**config.mk**
```make
export PLATFORM = sky130hd
export DESIGN_NAME = sdac_front
export DESIGN_NICKNAME = d
export VERILOG_FILES = /design/src/rtl/sdac_pkg.sv /design/src/rtl/sdac_sync.sv /design/src/rtl/sdac_rise.sv /design/src/rtl/sdac_dbuf.sv /design/src/rtl/sdac_front.sv
export SDC_FILE = /design/constraint.sdc
export NUM_CORES = 1
export LEC_CHECK = 0
export BUFFER_PORTS_ARGS = -buffer_cell sky130_fd_sc_hd__buf_2
export CAP_MARGIN = 20
export CORE_MARGIN = 3
export CORE_UTILIZATION = 30
export DETAILED_ROUTE_END_ITERATION = 12
export GPL_TIMING_DRIVEN = 0
export SETUP_SLACK_MARGIN = 0.5
export SYNTH_ARGS = -nofsm -noshare
export SYNTH_HDL_FRONTEND = slang
export SYNTH_SLANG_ARGS = --single-unit
```
**constraint.sdc**
```tcl
create_clock -name clk -period 4.85 [get_ports clk]
set_clock_uncertainty 0.05 [all_clocks]
set_input_delay 0.7275 -clock clk [delete_from_list [all_inputs] [get_ports clk]]
set_output_delay 0.7275 -clock clk [all_outputs]
set_load 0.005 [all_outputs]
```
**src/rtl/sdac_pkg.sv**
```systemverilog
package sdac_pkg;
  typedef enum logic [1:0] {
    ACT_NONE  = 2'b00,
    ACT_SHIFT = 2'b01,
    ACT_LOAD  = 2'b10,
    ACT_BOTH  = 2'b11
  } act_e;

  function automatic act_e decode_act(input logic shift_n, input logic load_n);
    return act_e'({~load_n, ~shift_n});
  endfunction
endpackage

```
**src/rtl/sdac_sync.sv**
```systemverilog
module sdac_sync #(
  parameter int W = 1,
  parameter int STAGES = 2,
  parameter logic [W-1:0] RST_VAL = '0
) (
  input  logic         clk,
  input  logic         rst_n,
  input  logic [W-1:0] d_i,
  output logic [W-1:0] q_o
);
  logic [STAGES-1:0][W-1:0] pipe;

  always_ff @(posedge clk or negedge rst_n) begin
    if (!rst_n) pipe[0] <= RST_VAL;
    else        pipe[0] <= d_i;
  end

  generate
    for (genvar g = 1; g < STAGES; g++) begin : g_stage
      always_ff @(posedge clk or negedge rst_n) begin
        if (!rst_n) pipe[g] <= RST_VAL;
        else        pipe[g] <= pipe[g-1];
      end
    end
  endgenerate

  assign q_o = pipe[STAGES-1];
endmodule

```
**src/rtl/sdac_rise.sv**
```systemverilog
module sdac_rise (
  input  logic clk,
  input  logic rst_n,
  input  logic lvl_i,
  output logic rise_o
);
  logic prev_q;

  always_ff @(posedge clk or negedge rst_n) begin
    if (!rst_n) prev_q <= 1'b0;
    else        prev_q <= lvl_i;
  end

  assign rise_o = lvl_i & ~prev_q;
endmodule

```
**src/rtl/sdac_dbuf.sv**
```systemverilog
module sdac_dbuf
  import sdac_pkg::*;
#(
  parameter int W = 16
) (
  input  logic         clk,
  input  logic         rst_n,
  input  logic         clr_n,
  input  logic         step,
  input  act_e         act,
  input  logic         din,
  output logic [W-1:0] shreg_o,
  output logic [W-1:0] code_o,
  output logic         upd_o
);
  logic [W-1:0] sh_q, sh_d, cd_q, cd_d;
  logic         upd_q;

  always_comb begin
    sh_d = sh_q;
    cd_d = cd_q;
    if (!clr_n) begin
      sh_d = '0;
      cd_d = '0;
    end else if (step) begin
      unique case (act)
        ACT_SHIFT: sh_d = {sh_q[W-2:0], din};
        ACT_LOAD:  cd_d = sh_q;
        ACT_BOTH: begin
          sh_d = {sh_q[W-2:0], din};
          cd_d = {sh_q[W-2:0], din};
        end
        default: ;
      endcase
    end
  end

  always_ff @(posedge clk or negedge rst_n) begin
    if (!rst_n) begin
      sh_q  <= '0;
      cd_q  <= '0;
      upd_q <= 1'b0;
    end else begin
      sh_q  <= sh_d;
      cd_q  <= cd_d;
      upd_q <= (cd_d != cd_q);
    end
  end

  assign shreg_o = sh_q;
  assign code_o  = cd_q;
  assign upd_o   = upd_q;
endmodule

```
**src/rtl/sdac_front.sv**
```systemverilog
module sdac_front
  import sdac_pkg::*;
#(
  parameter int W = 16,
  parameter int SYNC_STAGES = 2
) (
  input  logic         clk,
  input  logic         rst_n,
  input  logic         ser_clk,
  input  logic         ser_data,
  input  logic         shift_en_n,
  input  logic         load_en_n,
  input  logic         clear_n,
  output logic [W-1:0] code_o,
  output logic         casc_o,
  output logic         code_upd_o
);
  localparam int CTRL_W = 5;
  localparam logic [CTRL_W-1:0] CTRL_IDLE = 5'b11100;

  logic [CTRL_W-1:0] raw_in, syn;
  logic              s_clk, s_data, s_sh_n, s_ld_n, s_clr_n;
  logic              step;
  act_e              act;
  logic [W-1:0]      shreg;

  assign raw_in = {clear_n, load_en_n, shift_en_n, ser_data, ser_clk};

  sdac_sync #(.W(CTRL_W), .STAGES(SYNC_STAGES), .RST_VAL(CTRL_IDLE)) sync_i (
    .clk(clk), .rst_n(rst_n), .d_i(raw_in), .q_o(syn)
  );

  assign {s_clr_n, s_ld_n, s_sh_n, s_data, s_clk} = syn;

  sdac_rise rise_i (.clk(clk), .rst_n(rst_n), .lvl_i(s_clk), .rise_o(step));

  assign act = decode_act(s_sh_n, s_ld_n);

  sdac_dbuf #(.W(W)) dbuf_i (
    .clk(clk), .rst_n(rst_n), .clr_n(s_clr_n), .step(step), .act(act),
    .din(s_data), .shreg_o(shreg), .code_o(code_o), .upd_o(code_upd_o)
  );

  assign casc_o = shreg[W-1];
endmodule

```
# After elaboration in Yosys (flattened, before gate mapping)
# Index checks and enable logic that the tools add are counted.
# W data, S select, Z words.
dict set report word_totals {
  ff_bits 44
  out_inout_bits 18
  in_bits 7
  elab_cells 24
}
dict set report classes {
  n_reduce_logical 2
  n_bitwise 4
  eq_ne 6
  n_mux 6
}
# cell n
set op_table {}
lappend op_table {{$mux W16} 5}
lappend op_table {{$pmux W16 S2} 1}
lappend op_table {{$ne A16 B16 Y1} 1}
lappend op_table {{$eq A2 B2 Y1 const B} 2}
lappend op_table {{$not A1 Y1} 3}
lappend op_table {{$eq A2 B1 Y1 const B} 1}
lappend op_table {{$ne A2 B1 Y1 const B} 1}
lappend op_table {{$ne A2 B2 Y1 const B} 1}
lappend op_table {{$reduce_and A2 Y1} 1}
lappend op_table {{$reduce_or A2 Y1} 1}
lappend op_table {{$and A1 B1 Y1} 1}

# Depth between registers and ports, before layout
dict set report logic_depth {
  depth_word 6
  depth_mapped 8
}

# Hierarchy
# Synthesis repeated with hierarchy kept, for this count alone.
dict set report hier_totals {
  cells_unflattened 223
  hier_area_um2 2220.9
}
# mod instances cells_per_inst seq_area_each_um2 area_each_um2
set modules_own_cells {}
lappend modules_own_cells {sdac_dbuf 1 204 825.8 1879.3}
lappend modules_own_cells {sdac_sync 1 15 257.7 295.3}
lappend modules_own_cells {sdac_rise 1 2 25.0 38.8}
lappend modules_own_cells {sdac_front 1 2 0.0 7.5}

# Worst setup path before layout
# No wires, ideal clock.
dict set report synth_path {
  path_kind {register -> register}
  start {register sync_i.pipe, in the netlist sync_i.q_o[2]}
  end {register dbuf_i.upd_q (netlist: dbuf_i.upd_o)}
  setup_slack_ns 2.906
  period_less_slack_ns 1.944
  arrival_ns 1.758
  path_buffers 2
  stages_incl_launch_ff 8
  setup_time_ns 0.136
  t_required_ns 4.664
  path_cell_list {dfstp_2 > buf_6 > buf_12 > mux2i_2 > o22ai_1 > o31a_1 > o41ai_2 > nand4_1}
}
dict set report synth_between {
  elab_chain_cells 6
  elab_cells_between_ends 7
  cone_classes {eq/ne: 3; mux: 3; bitwise: 1}
}
# item line
set synth_lines {}
lappend synth_lines {{start, declared} sdac_sync.sv:11} ;# logic [STAGES-1:0][W-1:0] pipe;
lappend synth_lines {{start signal, assigned by index} sdac_sync.sv:22} ;# else pipe[g] <= pipe[g-1];
lappend synth_lines {{$not A1 Y1 (*)} sdac_pkg.sv:10} ;# return act_e'({~load_n, ~shift_n});
lappend synth_lines {{$eq A2 B2 Y1} sdac_dbuf.sv:26} ;# unique case (act)
lappend synth_lines {{$pmux W16 S2 (*)} sdac_dbuf.sv:26}
lappend synth_lines {{$mux W16 (*)} sdac_dbuf.sv:25} ;# end else if (step) begin
lappend synth_lines {{$mux W16 (*)} sdac_dbuf.sv:22} ;# if (!clr_n) begin
lappend synth_lines {{$ne A16 B16 Y1 (*)} sdac_dbuf.sv:46} ;# upd_q <= (cd_d != cd_q);
lappend synth_lines {{end signal, assigned} sdac_dbuf.sv:46}
lappend synth_lines {{end, declared} sdac_dbuf.sv:17} ;# logic upd_q;
# Every way passes the cells marked *; elsewhere a longest branch is shown, timed or not.
# A chain may end at the register's enable or synchronous reset.

# Worst setup path after layout
# Same ends and word-level chain as after synthesis.

==> results.cfg <==
[route]
final_antenna_net_count = 0
wl_per_cell_um = 14.84
num_vias = 1643
drc = 0
drt-pass1-iter-count = 4
vias_per_cell = 4.904
drtIter0Drc = 88
drt_wl_total_um = 4971

[final_layout]
area_growth_pct = 17.54
design_area_um2 = 2515
final_cell_mix = nand2_1, dfrtp_1, buf_2
drive_gt1_share_pct = 22.18
nNetsFinal = 245
register_area_um2 = 1109
final_cells = 335
fillers = 719
antenna_cells = 0
multiInputGateArea_um2 = 940.9
final_common_cell = nand2_1

[global_route]
grt-ovfl-total = 0
grt_max_degree = 45
grtUsageTotal_pct = 12.66
grt_pass1_vias = 1620
antenna_found_initial = 0
grt_pass1_wl_um = 8231

[yosys]
synthArstFlopShare_pct = 100.0
synthTopCellsByArea = dfrtp_1, nand2_1, dfstp_2
netlist_instances = 206
yosysUniqueCellTypes = 40
syn_area_per_cell_um2 = 10.39
yosysTopAreaCell = dfrtp_1
synth_warnings = 0
synth_edf_count = 0
syn_area_um2 = 2140
synth_nets = 213
ys_ff_latch = 44
synth_seq_area_share_pct = 51.81
synth_top_area_share_pct = 44.44
ys.flop_type = dfrtp_1

[clocking]
cts_root_buf = clkbuf_8
cts_max_path_buffers = 2
cts.repair.resized = 0
clk_pin_slew_ns = 0.09
htreeDepth = 2
clkSinkCount = 44
postCtsSetupBuffers = 0
cts_tree = yes
clk_latency_ns = 0.31
numCtsBuffers = 5
ctsHoldBuffers = 0

[sta]
fin_crit_sh_pct = 46.20
rsz0062_at_grt = false
hold_viol = 0
fmax_ghz = 0.4463
relSlewSlack_pct = 37.07
drv_slew = 0
timing.setup.tns_ns = 0
timing.final.crit_period_ns = 2.241
hold_ws_ns = 0.2461
setup_violations = 0
tightestPinTransition_ns = 0.9419

[hold_path]
hold_path_class = input pin to asynchronous set/reset pin

[worst_setup_path]
cp.arrival_ns = 2.37
path_class = flop to flop
crit_required_ns = 4.98
endpoint_kind = flop
setup.worst_path.start_class = flop
cp_max_fo = 10

[pwr]
comb_power_share_pct = 9.4
power.density_nw_per_um2 = 300.1
clockPowerShare_pct = 38.7
internal_power_w = 0.0005677
switching_share_pct = 24.77
p_leak_nw = 1.208
max-vdd-ir-drop_mv = 0.09443
p_switching_w = 0.0001869
power.total_w = 0.0007546
seq_power_share_pct = 51.9

[floorplanning]
rows = 30
dieArea_um2 = 8181
io_pins = 25
initial_core_util_pct = 31.15
dieWidth_um = 90.45
core-area_um2 = 6869
die_y_um = 90.45

[placement]
placed_area_um2 = 2380
dp_hpwl_um = 3485
port_buffers = 24
gp_congestion = 0.8563
placed_cells = 326

[status]
status = complete, no violations

[flow_run]
cap_violations = 0
[power groups by stage]
stage / Clock (W) / Sequential (W) / Combinational, W
6_report: 0.000292 / 0.000392 / 0.0000707
3_5_place_dp: 0 / 0.000399 / 0.0000696
3_3_place_gp: 0 / 0.000398 / 0.0000690
2_1_floorplan: 0 / 0.000397 / 0.0000421
5_1_grt: 0.000313 / 0.000394 / 0.0000784
4_1_cts: 0.000302 / 0.000392 / 0.0000700
[sequential cells by signal, indices dropped and copies added, names as in the netlist]
register / count
dbuf_i.code_o: 16
dbuf_i.shreg_o: 16
sync_i.pipe: 5
sync_i.q_o: 5
dbuf_i.upd_o: 1
rise_i.prev_q: 1
[metal layers]
layer | vias to the layer above | share of wire [%] | GRT usage (%) | routed length, um
met5 | - | 0 | 0 | 0
met4 | 0 | 2.3 | 5.485 | 115
met3 | 11 | 5.2 | 3.000 | 259
met2 | 48 | 45 | 19.60 | 2231
met1 | 794 | 48 | 16.88 | 2365
li1 | 790 | - | - | -
[area by class of cell]
| cell class | count | area share, % |
|---|---|---|
| multi-input cells | 146 | 37.41 |
| inverters | 3 | 0.4478 |
| well taps | 96 | 4.776 |
| repair buffers | 25 | 5.572 |
| flip-flops and latches | 44 | 44.08 |
| clock buffers | 5 | 2.736 |
| plain buffers | 13 | 3.134 |
| clock inverters | 3 | 1.841 |
[logic make-up (layout without fill, tap and decap cells)]
group                  count (synthesis)  after routing  synth area share, %
AO/OA/AOI/OAI                         51             51                18.48
buffers and inverters                 16             49                4.211
flip-flops                            44             44                51.81
multiplexers                          18             18                8.830
AND/OR/NAND/NOR                       77             77                16.67
[worst max-delay path: stages, from the launching register on]
cell	delay [ns]
dfstp_2	0.54
buf_6	0.14
buf_12	0.14
mux2i_1	0.35
nor2_1	0.07
o31a_1	0.29
o41ai_2	0.39
nand4_1	0.14
[through the flow]
| step | utilization [%] | setup WS [ns] |
|---|---|---|
| floorplan | - | 2.906 |
| detailed placement | 34.64 | 2.649 |
| global placement | 34.64 | 2.649 |
| global route | 36.61 | 2.526 |
| CTS | 36.32 | 2.619 |
| finish | 36.61 | 2.609 |
[worst paths after layout]
kind / from / to / slack (ns) / cells past startpoint
max: sync_i.q_o[2]$_DFF_PN1_ / dbuf_i.upd_o$_DFF_PN0_ / 2.61 / 7
min in group clk: sync_i.pipe[4]$_DFF_PN1_ / sync_i.q_o[4]$_DFF_PN1_ / 0.31 / 0
min: rst_n / dbuf_i.code_o[5]$_DFF_PN0_ / 0.25 / 1
max in group asynchronous: rst_n / sync_i.pipe[4]$_DFF_PN1_ / 3.96 / 2
max reg2reg: sync_i.q_o[2]$_DFF_PN1_ / dbuf_i.upd_o$_DFF_PN0_ / 2.61 / 7
min reg2reg: sync_i.pipe[4]$_DFF_PN1_ / sync_i.q_o[4]$_DFF_PN1_ / 0.31 / 0
[Yosys cell counts (2+ instances only)]
library cell	instances
nand2_1	48
dfrtp_1	38
a21boi_0	15
mux2i_1	13
o211a_1	9
clkbuf_1	8
nor2_1	8
o21ai_0	7
dfstp_2	6
mux2_2	4
a21oi_1	3
and3_1	3
inv_1	3
nand2b_1	3
nor2b_1	3
nor4_1	3
a22oi_1	2
a2bb2oi_1	2
a31oi_1	2
buf_2	2
nand4_1	2
nor3b_1	2
o22ai_1	2
or3b_2	2
No activity file was read; power rests on OpenSTA's default activity.
